### config.mk
export PLATFORM = sky130hd
export DESIGN_NAME = cway_alloc
export DESIGN_NICKNAME = d
export VERILOG_FILES = /design/src/rtl/cway_pkg.sv /design/src/rtl/cway_set_state.sv /design/src/rtl/cway_pick.sv /design/src/rtl/cway_alloc.sv
export SDC_FILE = /design/constraint.sdc
export NUM_CORES = 1
export LEC_CHECK = 0
export BUFFER_PORTS_ARGS = -buffer_cell sky130_fd_sc_hd__buf_2
export CORE_ASPECT_RATIO = 1.75
export CORE_MARGIN = 5
export CORE_UTILIZATION = 40
export CTS_BUF_LIST = sky130_fd_sc_hd__clkbuf_4
export DETAILED_ROUTE_END_ITERATION = 10
export PLACE_DENSITY = 0.52
export SYNTH_ARGS = -nofsm -noshare
export SYNTH_HDL_FRONTEND = slang
export SYNTH_HIERARCHICAL = 1
export SYNTH_SLANG_ARGS = --single-unit
### constraint.sdc
create_clock -name clk -period 6.55 [get_ports clk]
set_input_delay 0.3275 -clock clk [delete_from_list [all_inputs] [get_ports clk]]
set_output_delay 0.3275 -clock clk [all_outputs]
set_load 0.05 [all_outputs]
### src/rtl/cway_pkg.sv
package cway_pkg;

  // Pointer step over the unpinned range [cnt, ways-1]
  function automatic int rr_advance(int rr, int cnt, int ways);
    return (rr >= ways - 1) ? cnt : rr + 1;
  endfunction

  // Pointer after the pinned region grows to new_cnt ways
  function automatic int rr_after_pin(int rr, int new_cnt);
    return (rr < new_cnt) ? new_cnt : rr;
  endfunction

endpackage

### src/rtl/cway_set_state.sv
module cway_set_state #(
  parameter int WAY_W = 5
) (
  input  logic             clk,
  input  logic             rst_n,
  input  logic             clr,
  input  logic             wr_en,
  input  logic [WAY_W-1:0] nxt_cnt,
  input  logic [WAY_W-1:0] nxt_rr,
  output logic [WAY_W-1:0] cnt,
  output logic [WAY_W-1:0] rr
);

  always_ff @(posedge clk) begin
    if (!rst_n || clr) begin
      cnt <= '0;
      rr  <= '0;
    end else if (wr_en) begin
      cnt <= nxt_cnt;
      rr  <= nxt_rr;
    end
  end

endmodule

### src/rtl/cway_pick.sv
module cway_pick
  import cway_pkg::*;
#(
  parameter int NUM_WAYS = 32,
  parameter int MAX_LOCK = 28,
  parameter int WAY_W    = 5
) (
  input  logic             lock_mode,
  input  logic [WAY_W-1:0] cur_cnt,
  input  logic [WAY_W-1:0] cur_rr,
  output logic [WAY_W-1:0] way,
  output logic             pin,
  output logic             ovf,
  output logic [WAY_W-1:0] nxt_cnt,
  output logic [WAY_W-1:0] nxt_rr
);

  logic room;
  assign room = int'(cur_cnt) < MAX_LOCK;

  always_comb begin
    pin = lock_mode && room;
    ovf = lock_mode && !room;
    if (pin) begin
      way     = cur_cnt;
      nxt_cnt = cur_cnt + WAY_W'(1);
      nxt_rr  = WAY_W'(rr_after_pin(int'(cur_rr), int'(cur_cnt) + 1));
    end else begin
      way     = cur_rr;
      nxt_cnt = cur_cnt;
      nxt_rr  = WAY_W'(rr_advance(int'(cur_rr), int'(cur_cnt), NUM_WAYS));
    end
  end

endmodule

### src/rtl/cway_alloc.sv
module cway_alloc #(
  parameter int NUM_SETS = 32,
  parameter int NUM_WAYS = 32,
  parameter int MAX_LOCK = 28,
  localparam int SET_W   = $clog2(NUM_SETS),
  localparam int WAY_W   = $clog2(NUM_WAYS)
) (
  input  logic             clk,
  input  logic             rst_n,
  input  logic             req_valid,
  input  logic [SET_W-1:0] req_set,
  input  logic             req_hit,
  input  logic             lock_mode,
  input  logic             unlock,
  output logic             vic_valid,
  output logic [WAY_W-1:0] vic_way,
  output logic             vic_locked,
  output logic             vic_ovf
);

  logic [WAY_W-1:0] cnt_arr [NUM_SETS];
  logic [WAY_W-1:0] rr_arr  [NUM_SETS];

  // Named internal events for the checker
  logic             fill_ev;
  logic             pin_ev;
  logic             ovf_ev;
  logic [WAY_W-1:0] cur_cnt;
  logic [WAY_W-1:0] cur_rr;
  logic [WAY_W-1:0] pick_way;
  logic [WAY_W-1:0] nxt_cnt;
  logic [WAY_W-1:0] nxt_rr;

  assign fill_ev = req_valid && !req_hit && !unlock;
  assign cur_cnt = cnt_arr[req_set];
  assign cur_rr  = rr_arr[req_set];

  cway_pick #(
    .NUM_WAYS(NUM_WAYS),
    .MAX_LOCK(MAX_LOCK),
    .WAY_W   (WAY_W)
  ) u_pick (
    .lock_mode(lock_mode),
    .cur_cnt  (cur_cnt),
    .cur_rr   (cur_rr),
    .way      (pick_way),
    .pin      (pin_ev),
    .ovf      (ovf_ev),
    .nxt_cnt  (nxt_cnt),
    .nxt_rr   (nxt_rr)
  );

  for (genvar s = 0; s < NUM_SETS; s++) begin : g_set
    logic hit_this;
    assign hit_this = fill_ev && (int'(req_set) == s);
    cway_set_state #(.WAY_W(WAY_W)) u_state (
      .clk    (clk),
      .rst_n  (rst_n),
      .clr    (unlock),
      .wr_en  (hit_this),
      .nxt_cnt(nxt_cnt),
      .nxt_rr (nxt_rr),
      .cnt    (cnt_arr[s]),
      .rr     (rr_arr[s])
    );
  end

  always_ff @(posedge clk) begin
    if (!rst_n) begin
      vic_valid  <= 1'b0;
      vic_way    <= '0;
      vic_locked <= 1'b0;
      vic_ovf    <= 1'b0;
    end else begin
      vic_valid  <= fill_ev;
      vic_way    <= fill_ev ? pick_way : '0;
      vic_locked <= fill_ev && pin_ev;
      vic_ovf    <= fill_ev && ovf_ev;
    end
  end

endmodule

==> reports/qor.yml, run 1 <==
fin_crit_ns: 4.99
ys_seq_area_share_pct: 42.9
first_global_vias: 11300
crit_type: "input pin to flip-flop"
cts-buffers-inserted: 79
final_nets: 1530
path_clk_slew_ns: 0.06
cts_tree: "yes"
cts.sinks: 328
drtIter0Drc: 607
post_dp_cell_area_um2: 15700
finalNonFillerCells: 2042
synth_flop_cell: "dfxtp_1"
worst_pin_slew_ns: 1.38
reg2reg_slack_ns: 1.88
netlist_area_um2: 15300
row_count: 95
htree_levels: 3
outcome: "completed"
critPathLaunchType: "input pin"
ys_types: 53
syn_to_final_growth_pct: 8.69
die_w_um: 158
worstPathArrival_ns: 5.59
placed_cells: 1914
clk_path_buf_depth: 3
portBuffers: 18
start_util_pct: 40.2
fillers: 3698
max_freq_mhz: 200
worstPathRequired_ns: 7.15
coreArea_um2: 38200
synth-adder-area-share_pct: 0.572
drive_above_1_share_pct: 18.1
skew_ns: 0.0530
via_per_inst: 5.35
final_common_cell: "nor2_1"
antenna_found_initial: 2
hold_violations: 0
dr.pass1.iters: 7
synth_compound_area_share_pct: 3.79
grt_max_degree: 49
synth_top_family_by_area: "multiplexers"
endpoint: "g_set[3].u_state/rr[1]$_SDFFE_PP0P_"
dieArea_um2: 42500
avgRoutedWirePerCell_um: 22.7
total_power_mw: 3.93
worstSetupEndpointType: "flip-flop"
antenna_left: 0
grt.total_usage_pct: 22.1
gr-total-overflow: 0
slew_headroom_pct: 7.64
worst-path-max-fanout: 48
rsz0062_at_grt: "no"
synth_simple_gate_area_share_pct: 13.7
postLayoutCellArea_um2: 16700
syn_nets: 1483
insertion_delay_ns: 0.77
grt_pass1_wl_um: 70400
post_cts_resize_count: 0
place_hpwl_um: 31100
syn_avg_cell_area_um2: 10.5
synth_seq_cells: 328
hold_path_class: "input pin to flip-flop"
utilization_pct: 43.6
netlist_instances: 1465
fin_tns_setup_ns: 0
maxCapViolations: 0
worstRegToRegCells: 15
synth_edf_count: 0
worstReg2RegStart: "g_set[19].u_state/cnt[2]$_SDFFE_PP0P_"
die_h_um: 269
ios: 19
synth_mux_area_share_pct: 33.5
final_cell_mix: "nor2_1, mux2i_1, dfxtp_1, clkbuf_4, mux4_2"
vias: 10900
p_per_area_nw_per_um2: 236
synthXorXnorAreaFrac_pct: 0.343
yosysWarnings: 6
gp_congestion: 0.859
wirelength_um: 46300
cts-root-buf: "clkbuf_4"
timing.rr.end: "g_set[3].u_state/rr[1]$_SDFFE_PP0P_"
slew_violations: 0
post-route-drc-count: 0
setup_viol: 0
synth-async-reset-ratio_pct: 0
ir_drop_v: 0.0000720
fin_crit_sh_pct: 76.2
power.leakage_nw: 5.41
crit_start: "req_set[1]"
Yosys cell counts, types with 6 or more instances:
library cell  instances  area (um2)
nor2_1              381        1430
mux2i_1             355        3550
dfxtp_1             328        6570
mux4_2               58        1310
nand2b_1             39         244
buf_6                38         428
nand2_1              37         139
clkbuf_2             32         160
mux2_2               24         270
a21oi_1              15        75.1
nand3_1              15        75.1
buf_2                14        70.1
buf_4                12        90.1
and3_1                8        50.1
o22a_1                8        70.1
ha_1                  7        87.6
inv_1                 7        26.3
a221oi_1              6        52.6
a2bb2oi_1             6        52.6
o2111ai_1             6        52.6
o211ai_1              6        45.0
metal layers:
| metal | track usage (%) | vias to the layer above | part of all wire [%] |
|---|---|---|---|
| li1 | - | 5259 | - |
| met1 | 24.7 | 5324 | 39 |
| met2 | 40.1 | 260 | 53 |
| met3 | 3.58 | 88 | 3.7 |
| met4 | 10.8 | 0 | 4.5 |
| met5 | 0 | - | 0 |
logic make-up after synthesis:
family / after synthesis
AOI/OAI and AO/OA: 75
buffers and inverters: 110
and+or+nand+nor: 502
adders and majority gates: 7
xor gates and xnor gates: 6
muxes: 437
DFF: 328
registers in the layout (all words and copies together) (netlist names):
signal / count
vic_ovf: 1
vic_locked: 1
vic_valid: 1
vic_way: 5
g_set.u_state/cnt: 160
g_set.u_state/rr: 160
critical path, cell delays in order:
cell and delay [ns]:
buf_4 0.39, buf_4 0.35, or2_1 0.44, o22a_1 0.26
o211ai_1 0.31, o22ai_1 0.15, nor2_1 0.44, nand3_1 0.16
xnor2_1 0.51, ha_1 0.36, a21oi_1 0.21, o21ai_1 0.20
a2111oi_0 0.84, a211oi_4 0.06, buf_4 0.30, mux2i_1 0.18
nor2_1 0.05
timing repair:
item,in CTS,in global routing
hold buffers,2,0
setup buffers,0,0
endpoints found under the hold margin,8,0
power by group:
group | leakage, nW | switching (mW) | internal [mW]
combinational | 2.23 | 0.259 | 0.0884
sequential | 2.64 | 0.000862 | 2.00
clock | 0.535 | 0.794 | 0.790
how the worst min path moves through the flow:
stage	start	slack, ns	endpoint	cells after the start
after floorplan	rst_n	0.45	vic_valid$_SDFF_PN0_	1
after global placement	g_set[15].u_state/cnt[0]$_SDFFE_PP0P_	0.47	g_set[15].u_state/cnt[0]$_SDFFE_PP0P_	2
after detailed placement	g_set[22].u_state/rr[2]$_SDFFE_PP0P_	0.48	g_set[22].u_state/rr[2]$_SDFFE_PP0P_	2
after CTS	req_valid	0.05	vic_valid$_SDFF_PN0_	3
after global routing	req_valid	0.06	vic_valid$_SDFF_PN0_	3
final	req_valid	0.10	vic_valid$_SDFF_PN0_	3
area by class of cell:
class	instances	area, um2	area share, %
clock buffers	108	811	4.87
diodes	6	15.0	0.0902
multi-input cells	1027	8060	48.4
inverters	8	30.0	0.180
well taps	485	607	3.64
repair buffers	68	485	2.91
flip-flops and latches	328	6570	39.4
clock inverters	12	80.1	0.481
through the flow:
stage          hold slack, ns  setup WS, ns
6_report                0.103          1.56
5_1_grt                0.0599          1.17
4_1_cts                0.0511          1.65
3_5_place_dp            0.478         0.848
3_3_place_gp            0.467         0.845
2_1_floorplan           0.449          1.49
(Power assumes the default switching activity.)
==> run 2, diff against run 1 <==
--- a/config.mk
+++ b/config.mk
@@ -11,7 +11,7 @@
 export CORE_UTILIZATION = 40
 export CTS_BUF_LIST = sky130_fd_sc_hd__clkbuf_4
 export DETAILED_ROUTE_END_ITERATION = 10
-export PLACE_DENSITY = 0.52
+export PLACE_DENSITY = 0.54
 export SYNTH_ARGS = -nofsm -noshare
 export SYNTH_HDL_FRONTEND = slang
 export SYNTH_HIERARCHICAL = 1
==> constraint.sdc (replaced) <==
create_clock -name clk -period 4.5 [get_ports clk]
set_input_delay 0.225 -clock clk [delete_from_list [all_inputs] [get_ports clk]]
set_output_delay 0.225 -clock clk [all_outputs]
set_load 0.05 [all_outputs]
==> run 2 against run 1 <==
Via count up 2.3%. First-iteration DRC count down 2.3%. Clock skew down 0.021 ns. Routed wire length down 2.6%. Critical path depth down 3. Global-route usage down 0.39 points. Register-to-register slack worse by 1.3 ns. Count of clock-buffer cells in the layout up 3. Largest cell class unchanged. Largest power group unchanged.
==> reports/qor.yml, run 2 (same netlist as run 1, synthesis figures left out) <==
fin_crit_ns: 3.92
max_freq_mhz: 255
cts_setup_buffers: 0
start_util_pct: 40.2
p_per_area_nw_per_um2: 336
cts-root-buf: "clkbuf_4"
maxCapViolations: 0
worstSetupEndpointType: "flip-flop"
worstPathArrival_ns: 4.54
clk_path_buf_depth: 3
wirelength_um: 45100
drive_above_1_share_pct: 21.4
drtIter0Drc: 593
crit_type: "flip-flop to flip-flop"
coreArea_um2: 38200
first_global_vias: 11800
setup_viol: 0
fin_ws_ns: 0.579
portBuffers: 18
finalNonFillerCells: 2124
worst-path-max-fanout: 12
fin_tns_setup_ns: 0
post-route-drc-count: 0
final_common_cell: "nor2_1"
antenna_found_initial: 2
path_clk_slew_ns: 0.07
ir_drop_v: 0.000118
vias: 11200
worstPathRequired_ns: 5.12
htree_levels: 3
cts_tree: "yes"
skew_ns: 0.0317
ios: 19
hold_violations: 0
placed_cells: 1981
slew_violations: 0
multiInputGateArea_um2: 8050
outcome: "completed"
regArea_um2: 6570
syn_to_final_growth_pct: 13.0
grt_max_degree: 41
insertion_delay_ns: 0.77
grt_pass1_wl_um: 70300
die_w_um: 158
slew_headroom_pct: 33.8
worst_pin_slew_ns: 0.990
rsz0062_at_grt: "no"
antenna_left: 0
grt.total_usage_pct: 21.7
avgRoutedWirePerCell_um: 21.2
fillers: 3637
die_h_um: 269
holdWs_ns: 0.0596
via_per_inst: 5.26
reg.largest.list: "g_set.u_state/cnt (160), g_set.u_state/rr (160), vic_way (5)"
post_cts_resize_count: 0
dr.pass1.iters: 5
critPathLaunchType: "flip-flop"
fin_crit_sh_pct: 87.1
dieArea_um2: 42500
post-place-ws_ns: 0.0997
row_count: 95
cts.sinks: 328
gp_congestion: 0.842
place_hpwl_um: 31300
hold_path_class: "input pin to flip-flop"
ctsHoldBuffers: 3
final_cell_mix: "nor2_1, mux2i_1, dfxtp_1, clkbuf_4, buf_4"
final_nets: 1598
gr-total-overflow: 0
power.leakage_nw: 5.81
cts-buffers-inserted: 79
run 2: changes by cell type in the layout (fill, tap and decap cells not counted), moves of 2 or more:
cell,previous run,this run
diode_2,6,3
clkinv_2,0,2
clkbuf_4,108,111
clkinv_1,8,23
buf_4,48,105
o21ai_4,2,0
o21ai_2,0,2
buf_12,1,11
run 2: final cells by class:
type,count,share of cell area [%]
sequential,328,37.9
tap,485,3.50
antenna,3,0.0434
timing repair buffer,136,6.49
multi-input combinational,1027,46.5
clock inverter,26,0.600
inverter,8,0.173
clock buffer,111,4.81
run 2: worst paths after layout:
check        depth (start not counted)                            startpoint  slack [ns]                                    to
max reg2reg                         14  g_set[6].u_state/cnt[0]$_SDFFE_PP0P_        0.58  g_set[23].u_state/rr[1]$_SDFFE_PP0P_
min reg2reg                          2  g_set[19].u_state/rr[3]$_SDFFE_PP0P_        0.49  g_set[19].u_state/rr[3]$_SDFFE_PP0P_
max                                 14  g_set[6].u_state/cnt[0]$_SDFFE_PP0P_        0.58  g_set[23].u_state/rr[1]$_SDFFE_PP0P_
min                                  4                             req_valid        0.06                  vic_valid$_SDFF_PN0_
run 2: worst max-delay path: stages, from the launching register on:
cell       delay, ns
dfxtp_1         0.32
mux4_2          0.51
a221oi_1        0.33
buf_4           0.18
a2bb2oi_1       0.08
ha_1            0.31
inv_1           0.07
ha_1            0.27
o211ai_1        0.21
o21ai_1         0.12
a2111oi_0       0.75
a211oi_4        0.21
buf_12          0.22
mux2i_1         0.15
nor2_1          0.05
run 2: per-stage QoR:
| stage | instance area, um2 | util (%) | power, mW |
|---|---|---|---|
| 2_1_floorplan | 15300 | - | 3.28 |
| 3_3_place_gp | 16300 | 42.8 | 3.55 |
| 3_5_place_dp | 16300 | 42.8 | 3.55 |
| 4_1_cts | 17300 | 45.4 | 5.92 |
| 5_1_grt | 17300 | 45.4 | 6.08 |
| 6_report | 17300 | 45.4 | 5.82 |
run 2: report_power, final:
part,internal [mW],switching (mW)
clock network,1.14,1.20
logic,0.191,0.390
registers,2.90,0.00123
total,4.23,1.59
run 2: per-layer routing:
layer | routed length [um] | up-vias | GRT usage [%] | share of wire (%)
met1 | 18200 | 5477 | 25.1 | 40
li1 | - | 5409 | - | -
met3 | 1490 | 83 | 3.29 | 3.3
met2 | 23900 | 208 | 39.2 | 53
met5 | 0 | - | 0 | 0
met4 | 1610 | 0 | 9.44 | 3.6
==> run 3, diff against run 2 <==
--- a/config.mk
+++ b/config.mk
@@ -12,6 +12,7 @@
 export CTS_BUF_LIST = sky130_fd_sc_hd__clkbuf_4
 export DETAILED_ROUTE_END_ITERATION = 10
 export PLACE_DENSITY = 0.54
+export REMOVE_ABC_BUFFERS = 1
 export SYNTH_ARGS = -nofsm -noshare
 export SYNTH_HDL_FRONTEND = slang
 export SYNTH_HIERARCHICAL = 1
==> run 3 against run 2 <==
Global-route usage grew 0.63 points. Combinational power is 1% higher. Largest power group unchanged. Total power increased by 0.95%. Highest routed layer unchanged. Core utilization hardly changed. Sequential cell count is the same. Routed wire length increased by 3.2%. Count of clock-buffer cells in the layout grew 8. First-iteration DRC count increased by 8.9%. Sequential share of layout area is essentially flat. Non-clock buffer count decreased by 6. Via count rose by 1.0%.
==> reports/qor.yml, run 3 (same netlist as run 1, synthesis figures left out) <==
hp-start: "rst_n"
syn_to_final_growth_pct: 13.1
worstSetupEndpointType: "flip-flop"
reg2reg_slack_ns: 0.35
fin_ws_ns: 0.346
worstPathArrival_ns: 4.78
drive_above_1_share_pct: 21.6
via_per_inst: 5.33
final_cell_mix: "nor2_1, mux2i_1, dfxtp_1, clkbuf_4, buf_4"
worstPathRequired_ns: 5.12
reg.largest.list: "g_set.u_state/cnt (160), g_set.u_state/rr (160), vic_way (5)"
vias: 11300
cts_tree: "yes"
max_stage_delay_ns: 0.67
critPathLaunchType: "flip-flop"
die_h_um: 269
skew_ns: 0.0382
antenna_left: 0
cts-root-buf: "clkbuf_4"
slowest_stage: "a2111oi_0"
first_global_vias: 11700
rsz0062_at_grt: "no"
power_frac_clock_pct: 40.5
portBuffers: 18
combinationalPowerShare_pct: 10.0
insertion_delay_ns: 0.77
cts-buffers-inserted: 79
crit_type: "flip-flop to flip-flop"
worst_hold_path.num_cells: 2
post-place-ws_ns: -0.236
dr.pass1.iters: 5
total_power_mw: 5.87
slew_violations: 0
maxCapViolations: 0
post-route-drc-count: 0
utilization_pct: 45.4
clk_path_buf_depth: 3
wirelength_um: 46600
hold_violations: 0
fillers: 3655
place_hpwl_um: 32700
fin_crit_sh_pct: 92.3
p_per_area_nw_per_um2: 339
multiInputGateArea_um2: 8060
worstRegToRegCells: 15
swShare_pct: 26.8
drtIter0Drc: 646
final_common_cell: "nor2_1"
crit_chain: "mux4_2 > mux2i_1 > nor2_1 > a2bb2oi_1 > ha_1 > inv_1 > ha_1 > o211ai_1 > o21ai_1 > a2111oi_0 > buf_4 > a211oi_4 > buf_12 > mux2i_1 > nor2_1"
outcome: "completed"
internal_power_mw: 4.30
setup_viol: 0
max_freq_mhz: 241
regArea_um2: 6570
cts.sinks: 328
final_nets: 1592
post_dp_cell_area_um2: 16300
fin_crit_ns: 4.15
holdWs_ns: 0.244
coreArea_um2: 38200
postLayoutCellArea_um2: 17300
ios: 19
worstReg2RegStart: "g_set[16].u_state/cnt[1]$_SDFFE_PP0P_"
p_sw_mw: 1.57
path_clk_slew_ns: 0.08
avgRoutedWirePerCell_um: 22.0
die_w_um: 158
antenna_found_initial: 2
fin_tns_setup_ns: 0
gr-total-overflow: 0
finalNonFillerCells: 2117
row_count: 95
slew_headroom_pct: 23.1
hold-path-endpoint: "vic_valid$_SDFF_PN0_"
hold_path_class: "input pin to flip-flop"
grt.total_usage_pct: 22.3
power.leakage_nw: 5.81
dieArea_um2: 42500
grt_max_degree: 41
worst-path-max-fanout: 16
worst_pin_slew_ns: 1.15
ir_drop_v: 0.000104
grt_pass1_wl_um: 71400
timing.rr.end: "g_set[22].u_state/rr[1]$_SDFFE_PP0P_"
htree_levels: 3
placed_cells: 1975
gp_congestion: 0.950
p_seq_share_pct: 49.5
start_util_pct: 40.2
==> run 3: changes by cell type in the layout (fill, tap and decap cells not counted), sizes merged <==
cell    previous run  this run
buf              133       127
clkbuf           111       119
clkinv            25        15
diode              3         4
==> run 3: layout make-up <==
type                       count  area share, %
multi-input combinational   1027           46.5
sequential                   328           37.9
timing repair buffer         130           6.37
clock buffer                 119           5.15
tap                          485           3.50
clock inverter                16          0.375
inverter                       8          0.173
antenna                        4         0.0577
==> run 3: worst max-delay path by stage <==
stage                                                from  slack, ns                                    to  depth (start not counted)
floorplan                                      req_set[0]      -0.22   g_set[0].u_state/rr[0]$_SDFFE_PP0P_                         14
global placement                               req_set[2]      -0.20  g_set[22].u_state/rr[1]$_SDFFE_PP0P_                         16
finish              g_set[16].u_state/cnt[1]$_SDFFE_PP0P_       0.35  g_set[22].u_state/rr[1]$_SDFFE_PP0P_                         15
global route        g_set[22].u_state/cnt[1]$_SDFFE_PP0P_       0.14  g_set[30].u_state/rr[1]$_SDFFE_PP0P_                         15
detailed placement                             req_set[2]      -0.24  g_set[24].u_state/rr[1]$_SDFFE_PP0P_                         16
CTS                  g_set[6].u_state/cnt[0]$_SDFFE_PP0P_       0.37  g_set[30].u_state/rr[1]$_SDFFE_PP0P_                         14
==> run 3: timing repair <==
item / 4_1_cts / 5_1_grt
hold buffers: 3 / 0
endpoints found under the hold margin: 8 / 0
buffers inserted: 0 / 0
gates resized for setup: 0 / 0
==> run 3: power by group through the flow <==
stage / combinational (mW) / sequential (mW) / clock, mW
2_1_floorplan: 0.230 / 2.98 / 0
3_3_place_gp: 0.587 / 2.97 / 0
3_5_place_dp: 0.588 / 2.97 / 0
4_1_cts: 0.591 / 2.90 / 2.48
5_1_grt: 0.621 / 2.90 / 2.64
6_report: 0.589 / 2.91 / 2.38
==> run 3: per-layer routing <==
metal  GRT usage (%)  vias to the layer above  wire length, um
li1                -                     5384                -
met3            3.85                      106             1560
met4            10.2                        0             2060
met5               0                        -                0
met2            41.5                      261            25100
met1            24.3                     5540            17800
==> run 3: critical path: cells and delay by family, from the launching register on <==
| kind | cells | cell delay [ns] |
|---|---|---|
| AOI/OAI and AO/OA | 5 | 1.62 |
| adders and majority gates | 2 | 0.58 |
| buffers and inverters | 3 | 0.53 |
| muxes | 3 | 0.50 |
| and+or+nand+nor | 2 | 0.41 |
| DFF | 1 | 0.34 |
